`src/rtl/tg_pkg.sv`:
```
package tg_pkg;
  parameter int unsigned TG_FW = 16;
  parameter int unsigned TG_AW = 3;

  typedef enum logic [TG_AW-1:0] {
    SEL_HTIM = 3'd0,
    SEL_HBLK = 3'd1,
    SEL_HSYN = 3'd2,
    SEL_VTIM = 3'd3,
    SEL_VBLK = 3'd4,
    SEL_VSYN = 3'd5,
    SEL_SRC  = 3'd6,
    SEL_CTRL = 3'd7
  } reg_sel_e;

  localparam int unsigned TG_NWORDS = 7;

  typedef struct packed {
    logic [TG_FW-1:0] tot_m1;
    logic [TG_FW-1:0] act_m1;
    logic [TG_FW-1:0] bend_m1;
    logic [TG_FW-1:0] bst_m1;
    logic [TG_FW-1:0] send_m1;
    logic [TG_FW-1:0] sst_m1;
  } axis_cfg_t;
endpackage

```
`src/rtl/tg_regfile.sv`:
```
module tg_regfile
  import tg_pkg::*;
#(
  parameter int unsigned FW = TG_FW
) (
  input  logic                 clk,
  input  logic                 rst_n,
  input  logic                 wr_en,
  input  logic [TG_AW-1:0]     wr_addr,
  input  logic [2*FW-1:0]      wr_data,
  input  logic [TG_AW-1:0]     rd_addr,
  output logic [2*FW-1:0]      rd_data,
  input  logic                 running,
  output logic                 en,
  output axis_cfg_t            hcfg,
  output axis_cfg_t            vcfg,
  output logic [FW-1:0]        src_w_m1,
  output logic [FW-1:0]        src_h_m1
);
  localparam int unsigned DW      = 2 * FW;
  localparam int unsigned EN_BIT  = DW - 1;
  localparam int unsigned RUN_BIT = DW - 2;

  logic            locked;
  logic [DW-1:0]   tword [TG_NWORDS];

  assign locked = en | running;

  // timing words: one register each, frozen while the pipe is live
  for (genvar gi = 0; gi < TG_NWORDS; gi++) begin : g_word
    logic [DW-1:0] word_q;
    always_ff @(posedge clk or negedge rst_n) begin
      if (!rst_n)
        word_q <= '0;
      else if (wr_en && !locked && wr_addr == TG_AW'(gi))
        word_q <= wr_data;
    end
    assign tword[gi] = word_q;
  end

  always_ff @(posedge clk or negedge rst_n) begin
    if (!rst_n)
      en <= 1'b0;
    else if (wr_en && wr_addr == SEL_CTRL)
      en <= wr_data[EN_BIT];
  end

  assign hcfg.act_m1  = tword[SEL_HTIM][FW-1:0];
  assign hcfg.tot_m1  = tword[SEL_HTIM][DW-1:FW];
  assign hcfg.bst_m1  = tword[SEL_HBLK][FW-1:0];
  assign hcfg.bend_m1 = tword[SEL_HBLK][DW-1:FW];
  assign hcfg.sst_m1  = tword[SEL_HSYN][FW-1:0];
  assign hcfg.send_m1 = tword[SEL_HSYN][DW-1:FW];
  assign vcfg.act_m1  = tword[SEL_VTIM][FW-1:0];
  assign vcfg.tot_m1  = tword[SEL_VTIM][DW-1:FW];
  assign vcfg.bst_m1  = tword[SEL_VBLK][FW-1:0];
  assign vcfg.bend_m1 = tword[SEL_VBLK][DW-1:FW];
  assign vcfg.sst_m1  = tword[SEL_VSYN][FW-1:0];
  assign vcfg.send_m1 = tword[SEL_VSYN][DW-1:FW];
  assign src_h_m1     = tword[SEL_SRC][FW-1:0];
  assign src_w_m1     = tword[SEL_SRC][DW-1:FW];

  always_comb begin
    rd_data = '0;
    if (rd_addr == SEL_CTRL) begin
      rd_data[EN_BIT]  = en;
      rd_data[RUN_BIT] = running;
    end else begin
      for (int i = 0; i < TG_NWORDS; i++)
        if (rd_addr == TG_AW'(i)) rd_data = tword[i];
    end
  end

  // geometry frozen while enable or status is set
  a_r10_frozen_when_live: assert property (@(posedge clk) disable iff (!rst_n)
    locked |=> ($stable(hcfg) && $stable(vcfg) && $stable(src_w_m1) && $stable(src_h_m1)));

  // enable bit follows a control write
  a_r7_enable_written: assert property (@(posedge clk) disable iff (!rst_n)
    (wr_en && wr_addr == SEL_CTRL) |=> (en == $past(wr_data[EN_BIT])));
endmodule

```
`src/rtl/tg_axis_counter.sv`:
```
module tg_axis_counter #(
  parameter int unsigned FW = tg_pkg::TG_FW
) (
  input  logic          clk,
  input  logic          rst_n,
  input  logic          step,
  input  logic          clr,
  input  logic [FW-1:0] limit,
  output logic [FW-1:0] cnt,
  output logic          at_limit
);
  assign at_limit = (cnt == limit);

  always_ff @(posedge clk or negedge rst_n) begin
    if (!rst_n)
      cnt <= '0;
    else if (clr)
      cnt <= '0;
    else if (step)
      cnt <= at_limit ? '0 : cnt + 1'b1;
  end

  // position never passes the programmed total
  a_r2_within_total: assert property (@(posedge clk) disable iff (!rst_n)
    cnt <= limit);

  // a clear returns the position to zero
  a_r9_clear_to_zero: assert property (@(posedge clk) disable iff (!rst_n)
    clr |=> (cnt == '0));
endmodule

```
`src/rtl/tg_axis_decode.sv`:
```
module tg_axis_decode
  import tg_pkg::*;
(
  input  logic [TG_FW-1:0] cnt,
  input  axis_cfg_t        cfg,
  input  logic [TG_FW-1:0] win_m1,
  output logic             in_act,
  output logic             in_blank,
  output logic             in_sync,
  output logic             in_win
);
  // fields hold position-1: window covers (start-1, end-1]
  assign in_act   = (cnt <= cfg.act_m1);
  assign in_blank = (cnt > cfg.bst_m1) && (cnt <= cfg.bend_m1);
  assign in_sync  = (cnt > cfg.sst_m1) && (cnt <= cfg.send_m1);
  assign in_win   = (cnt <= win_m1);
endmodule

```
`src/rtl/tg_run_ctrl.sv`:
```
module tg_run_ctrl (
  input  logic clk,
  input  logic rst_n,
  input  logic en,
  input  logic frame_end,
  output logic running,
  output logic stop
);
  assign stop = running & ~en & frame_end;

  always_ff @(posedge clk or negedge rst_n) begin
    if (!rst_n)
      running <= 1'b0;
    else if (!running && en)
      running <= 1'b1;
    else if (stop)
      running <= 1'b0;
  end

  // status only rises under an enable request
  a_r8_start_needs_enable: assert property (@(posedge clk) disable iff (!rst_n)
    $rose(running) |-> $past(en));

  // status only falls after the last pixel with enable clear
  a_r9_stop_at_frame_end: assert property (@(posedge clk) disable iff (!rst_n)
    $fell(running) |-> ($past(frame_end) && !$past(en)));
endmodule

```
`src/rtl/dtg_pipe_timing.sv`:
```
module dtg_pipe_timing
  import tg_pkg::*;
#(
  parameter int unsigned FW = TG_FW,
  parameter int unsigned AW = TG_AW
) (
  input  logic            clk,
  input  logic            rst_n,
  input  logic            wr_en,
  input  logic [AW-1:0]   wr_addr,
  input  logic [2*FW-1:0] wr_data,
  input  logic [AW-1:0]   rd_addr,
  output logic [2*FW-1:0] rd_data,
  output logic            pipe_running,
  output logic [FW-1:0]   h_count,
  output logic [FW-1:0]   v_count,
  output logic            pix_active,
  output logic            src_active,
  output logic            h_blank,
  output logic            v_blank,
  output logic            h_sync,
  output logic            v_sync
);
  axis_cfg_t     hcfg, vcfg;
  logic [FW-1:0] src_w_m1, src_h_m1;
  logic          en, stop, h_last, v_last;
  logic          h_act, h_blk, h_syn, h_win;
  logic          v_act, v_blk, v_syn, v_win;

  tg_regfile #(.FW(FW)) u_regs (
    .clk(clk), .rst_n(rst_n),
    .wr_en(wr_en), .wr_addr(wr_addr), .wr_data(wr_data),
    .rd_addr(rd_addr), .rd_data(rd_data),
    .running(pipe_running), .en(en),
    .hcfg(hcfg), .vcfg(vcfg),
    .src_w_m1(src_w_m1), .src_h_m1(src_h_m1)
  );

  tg_run_ctrl u_run (
    .clk(clk), .rst_n(rst_n), .en(en),
    .frame_end(h_last & v_last),
    .running(pipe_running), .stop(stop)
  );

  tg_axis_counter #(.FW(FW)) u_hcnt (
    .clk(clk), .rst_n(rst_n),
    .step(pipe_running & ~stop), .clr(stop),
    .limit(hcfg.tot_m1), .cnt(h_count), .at_limit(h_last)
  );

  tg_axis_counter #(.FW(FW)) u_vcnt (
    .clk(clk), .rst_n(rst_n),
    .step(pipe_running & ~stop & h_last), .clr(stop),
    .limit(vcfg.tot_m1), .cnt(v_count), .at_limit(v_last)
  );

  tg_axis_decode u_hdec (
    .cnt(h_count), .cfg(hcfg), .win_m1(src_w_m1),
    .in_act(h_act), .in_blank(h_blk), .in_sync(h_syn), .in_win(h_win)
  );

  tg_axis_decode u_vdec (
    .cnt(v_count), .cfg(vcfg), .win_m1(src_h_m1),
    .in_act(v_act), .in_blank(v_blk), .in_sync(v_syn), .in_win(v_win)
  );

  assign pix_active = pipe_running & h_act & v_act;
  assign src_active = pipe_running & h_win & v_win;
  assign h_blank    = pipe_running & h_blk;
  assign v_blank    = pipe_running & v_blk;
  assign h_sync     = pipe_running & h_syn;
  assign v_sync     = pipe_running & v_syn;

  // active area only while running
  a_r3_active_needs_run: assert property (@(posedge clk) disable iff (!rst_n)
    pix_active |-> pipe_running);

  // counters parked at zero while stopped
  a_r11_idle_counters_zero: assert property (@(posedge clk) disable iff (!rst_n)
    !pipe_running |-> (h_count == '0 && v_count == '0));
endmodule

```
`config.mk`:
```
export PLATFORM = sky130hd
export DESIGN_NAME = dtg_pipe_timing
export DESIGN_NICKNAME = d
export VERILOG_FILES = /design/src/rtl/tg_pkg.sv /design/src/rtl/tg_regfile.sv /design/src/rtl/tg_axis_counter.sv /design/src/rtl/tg_axis_decode.sv /design/src/rtl/tg_run_ctrl.sv /design/src/rtl/dtg_pipe_timing.sv
export SDC_FILE = /design/constraint.sdc
export NUM_CORES = 1
export LEC_CHECK = 0
export BUFFER_PORTS_ARGS = -buffer_cell sky130_fd_sc_hd__buf_2
export CORE_MARGIN = 8
export CORE_UTILIZATION = 60
export DETAILED_ROUTE_END_ITERATION = 8
export PLACE_DENSITY = 0.79
export SYNTH_ARGS = -nofsm -noshare
export SYNTH_HDL_FRONTEND = slang
export SYNTH_HIERARCHICAL = 1
export SYNTH_SLANG_ARGS = --single-unit
```
`constraint.sdc`:
```
create_clock -name clk -period 9.44 [get_ports clk]
set_input_delay 1.416 -clock clk [delete_from_list [all_inputs] [get_ports clk]]
set_output_delay 1.416 -clock clk [all_outputs]
set_load 0.02 [all_outputs]
```
== Word-level counts from Yosys, hierarchy flattened ==
Cells that the tools add are included.
Storage, ports and cells
  flip-flop bits (word level): 258
  bits in latches: 0
  RAM bits: 0
  memory bits (read-only): 0
  input port bits: 41
  output and inout port bits: 71
  memories: 0
Cells by class
  add/subtract/negate cells: 2
  $mul: 0
  div/mod/pow operators: 0
  magnitude comparators: 12
  equal/unequal tests: 16
  shift operators: 0
  muxes and demuxes: 17
  bitwise logic cells: 16
  reduce and logical (&&, ||, !) cells: 21
Operator list (number)
  $mux 32: 7
  $le 16x16->1: 8
  $mux 16: 6
  $gt 16x16->1: 4
  $add 16x1->16 const B: 2
  $eq 16x16->1: 2
  $mux 30: 1
  $eq 3x3->1 const B: 8
  $logic_and 1x1->1: 14
  $and 1x1->1: 13
  $eq 3x2->1 const B: 4
  $eq 3x1->1 const B: 2
  $logic_not 3->1: 2
  $reduce_bool 2->1: 3
  $logic_not 1->1: 2
  $mux 1: 2
  $mux 2: 1
  $not 1->1: 2
  $or 1x1->1: 1

== Logic depth before layout (Yosys ltp) ==
Gate-level depths: netlist of the first run.
  word-level depth: 9
  gate-level depth with buffers: 14

== By module ==
Netlist of the first run, hierarchy kept.
By module, submodules not included
  tg_regfile: instances 1, cells an instance 725, area each 10301.1 sq um, sequential area each 5630.4 sq um
  tg_axis_decode: instances 2, cells an instance 329, area each 2381.0 sq um, sequential area each 0.0 sq um
  tg_axis_counter: instances 2, cells an instance 129, area each 1256.2 sq um, sequential area each 400.4 sq um
  dtg_pipe_timing: instances 1, cells an instance 9, area each 58.8 sq um, sequential area each 0.0 sq um
  tg_run_ctrl: instances 1, cells an instance 5, area each 43.8 sq um, sequential area each 25.0 sq um

== Worst setup path after synthesis of the first run ==
OpenSTA, ideal clock, no wires.
  path kind: input-to-output
  from: input port rd_addr[1]
  to: output port rd_data[20]
  data arrival time: 2.647 ns
  data required time: 8.024 ns
  path slack: 5.377 ns
  cell stages on the path: 6
  buffers on the path: 3
  path through: clkbuf_1 > buf_2 > clkbuf_1 > and3_1 > a21oi_1 > o22ai_1
Between the ends
  word-level cells in the longest chain between the ends: 9
  elaborated cells on any way between the ends: 16
  classes of those cells: eq/ne (7); mux (8); reduce/logical (1)
Ends and longest elaborated chain
  start, declared: line dtg_pipe_timing.sv:12  | input logic [AW-1:0] rd_addr,
  $logic_not 3->1: line tg_regfile.sv:70  | if (rd_addr == TG_AW'(i)) rd_data = tword[i];
  $mux 32 (7 in series): line tg_regfile.sv:70
  $mux 30 *: line tg_regfile.sv:65  | if (rd_addr == SEL_CTRL) begin
  end, declared: line dtg_pipe_timing.sv:13  | output logic [2*FW-1:0] rd_data,
Every way passes the cells marked *; elsewhere a longest branch is shown, timed or not.

== Worst setup path in the final report of the first run ==
  from: input port rd_addr[2]
  to: output port rd_data[1]
The elaborated chain is that of the path after synthesis.

==> results.md, run 1 <==
* Status: completed
* H-tree Lvls at 1
* Internal at about 2.5 mW
* Hold Vio Cnt, Final at 0
* Fin cells at 2156
* Largest stage delay on the critical path at 0.59 ns
* Final Wtd Congestion at a little under 1
* Total power at between 3 and 4 mW
* FMAX at between 0.15 and 0.2 GHz
* Synth warn at 6
* Detail Route Antenna Nets at 0
* Routed WL per cell at 25.6 µm
* Synth cell count leaders: dfrtp_1 (258), mux2_2 (219), inv_1 (198)
* Comb pwr share at between 30% and 40%
* Die Area at 35200 µm²
* CP cell instances: buf_2 -> buf_4 -> clkinv_1 -> buf_4 -> nor2_2 -> buf_4 -> a21oi_1 -> o22ai_1 -> buf_2
* Synth top area share at ~37%
* First-pass GRT wire length at about 85000 µm
* Clock Tree Root: clkbuf_16
* Placeable Area at a little under 30000 µm²
* Clk sinks at roughly 260
* Drt pass-1 iters at 7
* Maxcap violations at 0
* Cts bufs inserted at 30
* WS Path Type: in2out
* Die X at between 150 and 200 µm
* Reg2Reg Depth at 13
* Pwr/cell area at between 200 and 250 nW/µm²
* Final instance area at 19500 µm²
* Sw Ratio at around 36%
* WP data required at between 8 and 9 ns
* Worst-path clk slew at 0.06 ns
* Sequential Power Share at about two fifths
* Setup crit end kind: output pin
* CTS tree: built
* DP Area at roughly 19000 µm²
* Initial antenna violation count at 1
* Hold_buf cts at 0
* Synth top area cells: dfrtp_1 (37%), mux2_2 (14%), ha_1 (14%)
* Clock Skew at about 0.028 ns
* Clk buf depth at 3
* Later-pin clock latency in the skew report at approximately 0.56 ns
* Via density per instance at 6.70
* DRC violations left at 0
* Total Nets Final at 1976
* Iter 0 DRT Violations at 1267
* Vias in the first global route at 15.0k
* Overflow after GRT at 0
* Final Setup Violations at 0
* Synth Register Bits at approximately 260
* CP startpoint kind: input port
* Leakage at between 9 and 10 nW
* Tcrit/Tclk final at 57.8%
* Post-synth EDFFs at 0
* Net Sw Power at roughly 1.4 mW
* Largest net degree at the start of global routing at 116
* Netlist cell types at 61
* Mapped Area at about 18000 µm²
* Utilization after layout at 66.6%
* Total GRT Usage at a little under a third
* Syn_nets at 1890
* Maximum vdd drop at between 150 and 200 µV
* Routed WL at roughly 55000 µm
* I/O Buffers at 111
* Worst hold path type: reg2reg
* Layout cell share with drive strength beyond 1 at approximately 28%
* Primary FF master, synth: dfrtp_1
* Area leader, netlist: dfrtp_1
* RSZ-0062 raised after global routing: false
* Crit-path max FO at 62
* Clock network power share at 29.6%
* Cells on Worst Hold Path at 1
* Post-CTS setup buffers at 0
* Site Rows at 63
* Worst-Margin Slew at approximately 1.1 ns
* # resized after CTS at 0
* Most frequent cell after synthesis: dfrtp_1
* Setup TNS at 0 ns
* CP max-delay cell: nor2_2
* Hpwl dp at 38100 µm
* Fraction of the yosys area taken by sequential cells at roughly 37%
* Synth Instances at around 1.7k
* Initial core utilization at ~60%
* Mean Syn Cell Area at 10.7 µm²
* Worst EP arrival at 4.04 ns
* Vias at ~14k
* Fin. max-slew vios at 0
* IO Count at between 100 and 150
* Period minus WS final at 5.46 ns
* Area Overhead vs Synth at 10.4%
* Slew headroom at around a quarter
* Dpl cells at roughly 2.1k
* Die H at 188 µm
* Async set or reset register ratio after synthesis at 100%
* Most Frequent Cell on Critical Path: buf_4
## critical path: cells and delay by family
kind | cells | cell delay [ns]
AO/OA/AOI/OAI | 2 | 0.35
buffers and inverters | 6 | 1.61
AND/OR/NAND/NOR | 1 | 0.59
## sequential cells by signal, indices dropped and copies added, names as in the netlist
name / count
u_regs/en: 1
u_vcnt/cnt: 16
u_regs/g_word.word_q: 224
u_run/running: 1
u_hcnt/cnt: 16
## power groups by stage
stage	Clock, mW	Combinational (mW)	Sequential [mW]
after global placement	0	1.16	1.53
after global routing	1.22	1.36	1.55
final	1.16	1.24	1.53
after floorplan	0	0.850	1.46
after detailed placement	0	1.21	1.54
after CTS	1.18	1.22	1.52
## routing by layer
| metal | GRT usage [%] | routed length (µm) |
|---|---|---|
| met1 | 39.2 | 21700 |
| met2 | 48.5 | 25300 |
| met3 | 6.45 | 5170 |
| met4 | 16.6 | 3070 |
| met5 | 0 | 11 |
## per-stage QoR
stage	hold WS, ns	worst slack [ns]
final	0.526	3.98
after global routing	0.552	3.88
after CTS	0.528	4.08
after detailed placement	0.513	4.07
after global placement	0.496	4.14
after floorplan	0.475	5.38
## area by class of cell
class	count	area [µm²]
inverters	199	747
fillers	2292	9800
well taps	390	488
clock buffers	35	821
multi-input cells	1117	10100
clock inverters	21	180
flip-flops and latches	258	6460
diodes	1	2.50
repair buffers	135	748
## path summary, 6_finish.rpt
kind / slack [ns] / end / startpoint
setup / recovery: 3.98 / rd_data[1] / rd_addr[2]
hold / removal: 0.53 / u_regs/g_word[3].word_q[6]$_DFFE_PN0P_ / u_regs/g_word[3].word_q[6]$_DFFE_PN0P_
setup reg to reg: 5.14 / u_vcnt/cnt[9]$_DFFE_PN0P_ / u_vcnt/cnt[10]$_DFFE_PN0P_
hold reg to reg: 0.53 / u_regs/g_word[3].word_q[6]$_DFFE_PN0P_ / u_regs/g_word[3].word_q[6]$_DFFE_PN0P_
max in group asynchronous: 6.85 / u_regs/g_word[0].word_q[7]$_DFFE_PN0P_ / rst_n
min in group asynchronous: 0.95 / u_hcnt/cnt[14]$_DFFE_PN0P_ / rst_n
## cell families (layout without fill, tap and decap cells)
kind of cell,after synthesis,count (layout),synth area share (%)
buffers and inverters,280,390,6.66
other,0,1,0
AOI/OAI and AO/OA,276,276,11.0
adders and majority gates,194,194,13.7
xor gates and xnor gates,42,42,2.17
and+or+nand+nor,330,330,10.5
muxes,275,275,19.4
DFF,258,258,36.5
## cells in the final DEF, fill, tap and decap left out, drive strengths merged, types with 5 or more instances in the layout
cell | netlist | final
dfrtp | 258 | 258
mux2 | 227 | 227
inv | 198 | 199
ha | 194 | 194
buf | 41 | 135
a21oi | 102 | 102
nand2 | 76 | 76
nor2 | 67 | 67
nand4 | 54 | 54
xnor2 | 42 | 42
a221oi | 39 | 39
clkbuf | 40 | 35
and3 | 34 | 34
mux4 | 32 | 32
o22ai | 31 | 31
nand3 | 29 | 29
a21o | 20 | 20
mux2i | 16 | 16
a2111oi | 16 | 16
nor4 | 16 | 16
o21ai | 15 | 15
a211oi | 14 | 14
nor2b | 14 | 14
clkinv | 1 | 12
o211ai | 9 | 9
nor3 | 9 | 9
and4 | 8 | 8
clkinvlp | 0 | 7
and2 | 5 | 5
Note: power is estimated with default switching activity, not from simulation.
==> run 2, diff against run 1 <==
--- a/config.mk
+++ b/config.mk
@@ -5,6 +5,7 @@
 export SDC_FILE = /design/constraint.sdc
 export NUM_CORES = 1
 export LEC_CHECK = 0
+export ABC_AREA = 1
 export BUFFER_PORTS_ARGS = -buffer_cell sky130_fd_sc_hd__buf_2
 export CORE_MARGIN = 8
 export CORE_UTILIZATION = 60
==> constraint.sdc (replaced) <==
create_clock -name clk -period 5.7 [get_ports clk]
set_input_delay 0.855 -clock clk [delete_from_list [all_inputs] [get_ports clk]]
set_output_delay 0.855 -clock clk [all_outputs]
set_load 0.02 [all_outputs]
==> run 2 against run 1 <==
Net effect: sequential share of layout area fell by 0.81 points; critical path depth unchanged; total power up 57%; clock power grew 66%; sequential power grew 56%; worst setup slack got worse by 2.5 ns; wire length rose by 1.9%; worst hold slack got worse by 0.16 ns; critical endpoint is now rd_data[4]; largest cell class unchanged.
==> results.md, run 2 <==
* Flip-flop and latch area at approximately 6500 µm²
* Area Overhead vs Synth at 9.62%
* Sw Ratio at between 30% and 40%
* Pre-CTS WS at 1.58 ns
* Layout cell share with drive strength beyond 1 at a little over a tenth
* Final Setup Violations at 0
* First-pass GRT wire length at just under 90000 µm
* Clk sinks at 258
* Net Sw Power at 2.30 mW
* Most frequent cell after synthesis: nand2_1
* Drt pass-1 iters at 6
* Initial core utilization at approximately three fifths
* Worst-Margin Slew at between 1 and 1.5 ns
* Initial antenna violation count at 1
* Post-synth EDFFs at 0
* Hold_buf cts at 0
* Synth Instances at between 2k and 3k
* Tcrit/Tclk final at between 70% and 80%
* Internal at approximately 3.9 mW
* Crit-path max FO at 33
* Netlist cell types at 34
* # resized after CTS at 0
* Hold Vio Cnt, Final at 0
* Period minus WS final at approximately 4.2 ns
* Setup crit end kind: output pin
* Routed WL at 56300 µm
* FMAX at 0.238 GHz
* CP startpoint kind: input port
* DRC violations left at 0
* WP data required at about 4.9 ns
* Setup TNS at 0 ns
* Biggest regs: u_regs/g_word.word_q x224, u_hcnt/cnt x16, u_vcnt/cnt x16
* Fin. max-slew vios at 0
* Pwr/cell area at roughly 300 nW/µm²
* Later-pin clock latency in the skew report at approximately 0.56 ns
* Primary FF master, synth: dfrtp_1
* Synth Register Bits at 258
* Synth warn at 6
* Via density per instance at 5.77
* Synth top area share at a little over a third
* Synth top area cells: dfrtp_1 (35%), nand2_1 (15%), ha_1 (13%)
* Clock network power share at 31.0%
* Mapped Area at between 15000 and 20000 µm²
* Final Wtd Congestion at 0.936
* Clk buf depth at 3
* Area leader, netlist: dfrtp_1
* Vias in the first global route at 16.7k
* WS Path Type: in2out
* RSZ-0062 raised after global routing: false
* Leakage at around 11 nW
* Clock Skew at just under 0.009 ns
* Total Nets Final at between 2k and 3k
* I/O Buffers at approximately 110
* Vias at approximately 18k
* Post-CTS setup buffers at 0
* Worst hold path type: in2async
* Hpwl dp at ~40000 µm
* Iter 0 DRT Violations at roughly 2.1k
* Routed WL per cell at between 15 and 20 µm
* Sequential Power Share at approximately 39%
* Syn_nets at 2794
* Detail Route Antenna Nets at 0
* FF-to-FF setup slack at 1.76 ns
* Die H at 190 µm
* Worst-path clk slew at around 0.060 ns
* Cts bufs inserted at 30
* Async set or reset register ratio after synthesis at 100%
* Top reg by flops: u_regs/g_word.word_q
* Synth cell count leaders: nand2_1 (753), inv_1 (415), dfrtp_1 (258)
* Hold Slack at roughly 0.37 ns
* Total GRT Usage at between 30% and 40%
* IO Count at 112
* Fraction of the yosys area taken by sequential cells at 35.4%
* Comb pwr share at 30.4%
* Placeable Area at just over 30000 µm²
* Status: completed
* Die Area at approximately 36000 µm²
* Site Rows at 64
* Slew headroom at 31.1%
* H-tree Lvls at 1
* CTS tree: built
* Mean Syn Cell Area at roughly 7.1 µm²
* Clock Tree Root: clkbuf_16
* Maximum vdd drop at about 250 µV
* Overflow after GRT at 0
* Final WS setup at ~1.5 ns
* Maxcap violations at 0
* Area of the multi-input gates at about 9800 µm²
* Max reg flops at around 220
* Most frequent cells in the layout: nand2_1 (753), inv_1 (415), dfrtp_1 (258)
* Largest net degree at the start of global routing at ~110
* Die X at between 150 and 200 µm
* Most common cell after layout, fill and taps aside: nand2_1
* Antenna Diode Count at 0
* Fill cells at 2636
* Worst EP arrival at between 3 and 4 ns
run 2: cell count changes after synthesis, sizes merged, moves of 31 or more:
cell,previous run,this run
o21ai,15,268
nand4,54,88
and3,34,0
mux2,227,0
a221oi,39,0
nor2,67,190
inv,198,440
o22ai,31,0
xnor2,42,0
nand2,76,769
mux4,32,0
nand3,29,75
run 2: area by class of cell:
cell class,count,share of cell area [%]
inverter,442,8.29
clock inverter,5,0.375
multi-input combinational,1778,48.9
clock buffer,48,4.40
tap,396,2.48
sequential,258,32.3
timing repair buffer,123,3.34
run 2: critical path, cell delays in order:
cell and delay (ns):
buf_2 0.17, nor2_4 0.70, nand2_2 0.54, inv_2 0.56, nand2_1 0.11, nand4_1 0.14, nand2_1 0.06, inv_1 0.04
buf_2 0.15
run 2: cell families after synthesis:
family	after synthesis	synth area share, %
xor+xnor	12	0.576
compound gates	402	11.6
simple gates	1170	28.1
buf+inv	523	11.1
fa+ha+maj	194	13.3
flops	258	35.4
run 2: worst paths after layout:
kind | startpoint | cells past startpoint | end
setup / recovery | rd_addr[0] | 9 | rd_data[4]
max in group asynchronous | rst_n | 2 | u_vcnt/cnt[7]$_DFFE_PN0P_
hold reg to reg | u_regs/g_word[6].word_q[7]$_DFFE_PN0P_ | 2 | u_regs/g_word[6].word_q[7]$_DFFE_PN0P_
min in group clk | u_regs/g_word[6].word_q[7]$_DFFE_PN0P_ | 2 | u_regs/g_word[6].word_q[7]$_DFFE_PN0P_
setup reg to reg | u_hcnt/cnt[13]$_DFFE_PN0P_ | 20 | u_hcnt/cnt[6]$_DFFE_PN0P_
hold / removal | rst_n | 1 | u_regs/g_word[0].word_q[27]$_DFFE_PN0P_
run 2: through the flow:
stage	util (%)	instances	power (mW)	area, µm²
after floorplan	-	2559	3.62	18300
after global placement	63.0	2997	4.15	19100
after detailed placement	63.0	2997	4.25	19100
after CTS	66.1	3050	6.17	20000
after global routing	66.1	3050	6.58	20000
final	66.1	3050	6.18	20000
run 2: power groups by stage:
stage / clock [mW] / combinational [mW] / sequential, mW
finish: 1.92 / 1.88 / 2.38
global route: 2.03 / 2.14 / 2.41
CTS: 1.94 / 1.87 / 2.37
detailed placement: 0 / 1.85 / 2.40
global placement: 0 / 1.76 / 2.39
floorplan: 0 / 1.31 / 2.31
run 2: per-layer routing:
metal	GRT usage, %	part of all wire (%)
met5	0	0.018
met4	12.1	3.9
met3	5.54	9.7
met2	48.9	45
met1	40.4	41
